--- src/rtl/spkr_gate_pkg.sv ---
// Package: shared constants for the speaker / timer-gate port.
// Assumes byte-wide data; the bit positions are the software-visible layout.
package spkr_gate_pkg;
    localparam int DATA_W        = 8;
    localparam int ADDR_W        = 16;
    localparam logic [ADDR_W-1:0] DEF_PORT_ADDR = 16'h0061;
    // Read/write field positions (software visible, fixed)
    localparam int POS_GATE      = 0;
    localparam int POS_SPK       = 1;
    localparam int POS_TOGGLE    = 4;
    localparam int POS_LEVEL     = 5;
endpackage

--- src/rtl/spkr_port_decode.sv ---
// Module: spkr_port_decode
// Qualifies bus strobes with a single-address match.
// Assumes the strobes are one-cycle pulses; it adds no state.
module spkr_port_decode #(
    parameter int ADDR_W = 16,
    parameter logic [ADDR_W-1:0] PORT_ADDR = '0
) (
    input  logic [ADDR_W-1:0] addr,
    input  logic              wr,
    input  logic              rd,
    output logic              wr_hit,
    output logic              rd_hit
);
    logic match;

    // Compare the full address against the single decoded port.
    always_comb begin
        match  = (addr == PORT_ADDR);
        wr_hit = wr && match;
        rd_hit = rd && match;
    end
endmodule

--- src/rtl/spkr_level_sync.sv ---
// Module: spkr_level_sync
// Multi-stage synchroniser for the asynchronous timer level.
// Assumes STAGES >= 2; the output lags the input by STAGES rising edges.
module spkr_level_sync #(
    parameter int STAGES = 2
) (
    input  logic clk,
    input  logic rst_n,
    input  logic d,
    output logic q
);
    logic [STAGES-1:0] chain;

    // First stage samples the raw input.
    always_ff @(posedge clk) begin
        if (!rst_n) chain[0] <= 1'b0;
        else        chain[0] <= d;
    end

    genvar gi;
    generate
        for (gi = 1; gi < STAGES; gi++) begin : g_stage
            // Each later stage re-samples its predecessor.
            always_ff @(posedge clk) begin
                if (!rst_n) chain[gi] <= 1'b0;
                else        chain[gi] <= chain[gi-1];
            end

            // every stage follows its predecessor one edge later.
            a_r5_stage_follows: assert property (@(posedge clk) disable iff (!rst_n)
                $past(rst_n) |-> chain[gi] == $past(chain[gi-1]));
        end
    endgenerate

    assign q = chain[STAGES-1];
endmodule

--- src/rtl/spkr_ctrl_regs.sv ---
// Module: spkr_ctrl_regs
// Holds the gate and speaker-enable bits and the read toggle, and builds
// the registered read word. Assumes qualified strobes from the decoder.
module spkr_ctrl_regs
    import spkr_gate_pkg::*;
(
    input  logic              clk,
    input  logic              rst_n,
    input  logic              wr_hit,
    input  logic              rd_hit,
    input  logic [DATA_W-1:0] wdata,
    input  logic              level_sync,
    output logic              gate_q,
    output logic              spk_q,
    output logic [DATA_W-1:0] rdata
);
    logic              toggle_q;
    logic [DATA_W-1:0] rd_word;

    // Control bits: load from the write data on a port write.
    always_ff @(posedge clk) begin
        if (!rst_n) begin
            gate_q <= 1'b0;
            spk_q  <= 1'b0;
        end else if (wr_hit) begin
            gate_q <= wdata[POS_GATE];
            spk_q  <= wdata[POS_SPK];
        end
    end

    // Read toggle: inverts once per port read.
    always_ff @(posedge clk) begin
        if (!rst_n)      toggle_q <= 1'b0;
        else if (rd_hit) toggle_q <= ~toggle_q;
    end

    // Assemble the read word; unused bits stay zero.
    always_comb begin
        rd_word             = '0;
        rd_word[POS_GATE]   = gate_q;
        rd_word[POS_SPK]    = spk_q;
        rd_word[POS_TOGGLE] = toggle_q;
        rd_word[POS_LEVEL]  = level_sync;
    end

    // Read data register: capture on a port read, hold otherwise.
    always_ff @(posedge clk) begin
        if (!rst_n)      rdata <= '0;
        else if (rd_hit) rdata <= rd_word;
    end

    // a port write loads the gate and speaker bits one edge later.
    a_r2_write_loads: assert property (@(posedge clk) disable iff (!rst_n)
        wr_hit |=> (gate_q == $past(wdata[POS_GATE])) && (spk_q == $past(wdata[POS_SPK])));
    // without a port write the control bits hold.
    a_r3_ctrl_hold: assert property (@(posedge clk) disable iff (!rst_n)
        !wr_hit |=> $stable(gate_q) && $stable(spk_q));
    // every port read inverts the toggle.
    a_r6_toggle_flips: assert property (@(posedge clk) disable iff (!rst_n)
        rd_hit |=> toggle_q != $past(toggle_q));
    // the toggle holds when no port read is made.
    a_r7_toggle_hold: assert property (@(posedge clk) disable iff (!rst_n)
        !rd_hit |=> $stable(toggle_q));
    // read data holds between port reads.
    a_r9_rdata_hold: assert property (@(posedge clk) disable iff (!rst_n)
        !rd_hit |=> $stable(rdata));
    // a port read returns the control bits that were current.
    a_r4_read_ctrl: assert property (@(posedge clk) disable iff (!rst_n)
        rd_hit |=> (rdata[POS_GATE] == $past(gate_q)) && (rdata[POS_SPK] == $past(spk_q)));
endmodule

--- src/rtl/spkr_gate_port.sv ---
// Module: spkr_gate_port (top)
// Byte-wide I/O port driving a timer gate and a speaker enable, reporting
// the synchronised timer level and a per-read toggle bit.
// Assumes one-cycle strobes; read data is valid the cycle after a read.
module spkr_gate_port
    import spkr_gate_pkg::*;
#(
    parameter logic [ADDR_W-1:0] PORT_ADDR   = DEF_PORT_ADDR,
    parameter int                SYNC_STAGES = 2
) (
    input  logic              clk,
    input  logic              rst_n,
    input  logic [ADDR_W-1:0] bus_addr,
    input  logic [DATA_W-1:0] bus_wdata,
    input  logic              bus_wr,
    input  logic              bus_rd,
    output logic [DATA_W-1:0] bus_rdata,
    input  logic              tmr_level,
    output logic              tmr_gate,
    output logic              spk_enable
);
    logic wr_hit;
    logic rd_hit;
    logic level_sync;

    // Address decode for the single port.
    spkr_port_decode #(
        .ADDR_W    (ADDR_W),
        .PORT_ADDR (PORT_ADDR)
    ) u_decode (
        .addr   (bus_addr),
        .wr     (bus_wr),
        .rd     (bus_rd),
        .wr_hit (wr_hit),
        .rd_hit (rd_hit)
    );

    // Synchroniser for the asynchronous timer output.
    spkr_level_sync #(
        .STAGES (SYNC_STAGES)
    ) u_sync (
        .clk   (clk),
        .rst_n (rst_n),
        .d     (tmr_level),
        .q     (level_sync)
    );

    // Register file and read-word assembly.
    spkr_ctrl_regs u_regs (
        .clk        (clk),
        .rst_n      (rst_n),
        .wr_hit     (wr_hit),
        .rd_hit     (rd_hit),
        .wdata      (bus_wdata),
        .level_sync (level_sync),
        .gate_q     (tmr_gate),
        .spk_q      (spk_enable),
        .rdata      (bus_rdata)
    );

    // the unused read bits are always zero.
    a_r8_unused_zero: assert property (@(posedge clk) disable iff (!rst_n)
        $past(rst_n) |-> (bus_rdata[7:6] == 2'b00) && (bus_rdata[3:2] == 2'b00));
    // a port read reports the synchronised timer level.
    a_r5_level_read: assert property (@(posedge clk) disable iff (!rst_n)
        rd_hit |=> bus_rdata[POS_LEVEL] == $past(level_sync));
    // during reset the outputs are driven to zero on the next edge.
    a_r1_reset_zero: assert property (@(posedge clk)
        !rst_n |=> (tmr_gate == 1'b0) && (spk_enable == 1'b0) && (bus_rdata == '0));
endmodule

--- config.mk ---
export PLATFORM = sky130hd
export DESIGN_NAME = spkr_gate_port
export DESIGN_NICKNAME = d
export VERILOG_FILES = /design/src/rtl/spkr_gate_pkg.sv /design/src/rtl/spkr_port_decode.sv /design/src/rtl/spkr_level_sync.sv /design/src/rtl/spkr_ctrl_regs.sv /design/src/rtl/spkr_gate_port.sv
export SDC_FILE = /design/constraint.sdc
export NUM_CORES = 1
export LEC_CHECK = 0
export BUFFER_PORTS_ARGS = -buffer_cell sky130_fd_sc_hd__buf_2
export CAP_MARGIN = 10
export CORE_MARGIN = 5
export CORE_UTILIZATION = 30
export CTS_BUF_LIST = sky130_fd_sc_hd__clkbuf_2
export DETAILED_ROUTE_END_ITERATION = 16
export PLACE_DENSITY = 0.7
export SETUP_SLACK_MARGIN = 0.2
export SLEW_MARGIN = 10
export SYNTH_ARGS = -nofsm -noshare
export SYNTH_HDL_FRONTEND = slang
export SYNTH_SLANG_ARGS = --single-unit
--- constraint.sdc ---
create_clock -name clk -period 0.9 [get_ports clk]
set_input_delay 0.045 -clock clk [delete_from_list [all_inputs] [get_ports clk]]
set_output_delay 0.045 -clock clk [all_outputs]
set_load 0.02 [all_outputs]
==> results.json <==
{
  "whs_endpoint": "u_regs.gate_q",
  "ys_types": 13,
  "vias_per_cell": 4.42,
  "die_area_um2": 2270,
  "ff2ff_path_depth": 3,
  "start_util_pct": 32.2,
  "criticalPathCategory": "in2reg",
  "die_y_um": 47.6,
  "outcome": "finished clean",
  "instances_no_fill": 89,
  "drc": 0,
  "final_max_slew_viol_count": 0,
  "drive_gt1_share_pct": 62.2,
  "end_kind": "flop",
  "hold_class": "in2reg",
  "numCtsBuffers": 3,
  "hold_violations": 0,
  "ant_nets": 0,
  "gr-total-overflow": 0,
  "internal-power_uw": 589,
  "finalCriticalPeriod_ps": 776,
  "p_seq_share_pct": 52.1,
  "holdPathStages": 3,
  "place.gp.congestion": 0.636,
  "max_freq_mhz": 1290,
  "rows": 13,
  "period_share_pct": 86.2,
  "p_per_area_nw_per_um2": 1080,
  "dpl.hpwl_um": 818,
  "core_area_um2": 1320,
  "syn_avg_cell_area_um2": 10.1,
  "die_x_um": 47.6,
  "dp.cells": 83,
  "clock_path_buffers": 2,
  "clockRootBuffer": "clkbuf_2",
  "holdWs_ps": 46.5,
  "routedWlPerCell_um": 11.3,
  "firstDrtPassIters": 3,
  "ys_ff_latch": 9,
  "crit_arrival_ps": 900,
  "finalNetCount": 104,
  "clockPowerShare_pct": 31.9,
  "r2r_end": "u_regs.rdata[1]",
  "port_buffers": 28,
  "area_growth_syn_to_layout_pct": 68.1,
  "antenna_found_initial": 0,
  "cp_top_family": "simple AND/OR/NAND/NOR gates",
  "slowest_stage": "and4_4",
  "grt_pass1_vias": 418,
  "htreeDepth": 1,
  "num_vias": 393,
  "layout_common_cells": "16 x buf_2, 12 x buf_6, 10 x nand2_1",
  "final_common_cell": "buf_2",
  "tns_ps": 0,
  "cts_tree": "yes",
  "critical_path_peak_fanout": 5,
  "grt.total_usage_pct": 11.2,
  "fillers": 126,
  "r2r-start": "u_regs.rdata[1]",
  "min_from": "bus_wdata[0]",
  "cp.buffers_inverters": 1,
  "start_kind": "input port",
  "maxCapViolations": 0,
  "ys_seq_area_share_pct": 42.5,
  "clkSinkCount": 9,
  "drtIter0Drc": 5,
  "rsz0062_at_grt": "yes",
  "finClkSkew_ps": 1.82,
  "yosys_warnings": 0,
  "cp_cell_sequence": "buf_6 > nor4b_4 > and4_4 > nand2_4 > mux2i_1",
  "r2r_slack_ps": 230,
  "ios": 39,
  "max_stage_delay_ps": 280,
  "clk_latency_ps": 230,
  "finalSetupViolations": 0,
  "clkTransAtPathRegs_ps": 80,
  "swShare_pct": 23.8,
  "syn_inst": 42,
  "synth_area_um2": 424,
  "p_leak_nw": 0.377,
  "antenna_cells": 0,
  "required_ps": 1030,
  "grt_start_max_net_pins": 14,
  "ir_worst_vdd_mv": 0.653,
  "p_switching_uw": 184,
  "grt_pass1_wl_mm": 1.73,
  "drt_wl_total_mm": 1.01,
  "pwr-share-comb_pct": 16.0
}
==> state kept, by name, indices dropped and copies added, names as in the netlist <==
signal	count
u_regs.gate_q	1
u_regs.rdata	4
u_regs.spk_q	1
u_regs.toggle_q	1
u_sync.chain	1
u_sync.q	1
==> metal layers <==
metal	track usage [%]	vias up	share of wire, %
met4	4.84	0	0
met2	17.9	16	54
li1	-	199	-
met5	0	-	0
met1	12.9	178	36
met3	4.89	0	9.5
==> cells by family after synthesis <==
logic type / Yosys count / synth area share (%)
flops: 9 / 42.5
buf+inv: 5 / 7.96
simple gates: 20 / 32.2
mux: 7 / 16.5
other cells: 1 / 0.884
==> synthesized netlist by cell type <==
cell type	instances	area (um^2)
nand2_2	1	6.26
nand2_1	10	37.5
clkbuf_1	1	3.75
mux2i_1	7	70.1
nor4b_2	3	45.0
nand2b_1	1	6.26
conb_1	1	3.75
and4_4	1	11.3
and2_1	2	12.5
buf_4	4	30.0
nand2_4	1	11.3
dfxtp_1	9	180
nor4_1	1	6.26
==> worst max-delay path by stage <==
stage                           start         endpoint  slack [ps]  cells past startpoint
after floorplan           bus_addr[2]  u_regs.rdata[0]          50                      4
after global placement    bus_addr[2]  u_regs.rdata[4]        -130                      5
after detailed placement  bus_addr[2]  u_regs.rdata[1]        -150                      5
after CTS                 bus_addr[4]  u_regs.rdata[1]         130                      5
after global routing      bus_addr[4]  u_regs.rdata[0]         100                      5
final                     bus_addr[4]  u_regs.rdata[1]         120                      5
==> worst register-to-register path, delay by kind of cell, from the launching register on <==
kind,cells,cell delay (ps)
DFF,1,340
muxes,1,120
buffers and inverters,1,100
and+or+nand+nor,1,40
==> timing repair <==
item                                   CTS  global route
setup buffers                            1             0
setup endpoints to repair               13            13
cloned                                   0             0
pin swaps                                4             0
resized for setup                       20             4
endpoints found under the hold margin    1             0
hold buffers                             1             0
==> power groups by stage <==
stage,Sequential [mW],Clock [mW],Combinational (mW)
after floorplan,0.412,0,0.0525
after global placement,0.412,0,0.101
after detailed placement,0.412,0,0.104
after CTS,0.402,0.259,0.116
after global routing,0.403,0.272,0.135
final,0.402,0.247,0.124
==> through the flow <==
step	total power, mW	setup WS (ps)	utilization, %	instance area [um^2]
finish	0.773	124	54.1	713
global route	0.810	95.3	54.1	713
CTS	0.778	128	52.4	691
detailed placement	0.516	-152	45.0	593
global placement	0.513	-129	45.0	593
floorplan	0.464	48.6	-	468
==> cell type report <==
type / instances / area (um^2) / share of cell area, %
Clock buffer: 4 / 20.0 / 2.81
Tap cell: 15 / 18.8 / 2.63
Multi-Input combinational cell: 31 / 254 / 35.6
Sequential cell: 9 / 188 / 26.3
Timing Repair Buffer: 30 / 233 / 32.6
No activity file was read; power rests on OpenSTA's default activity.
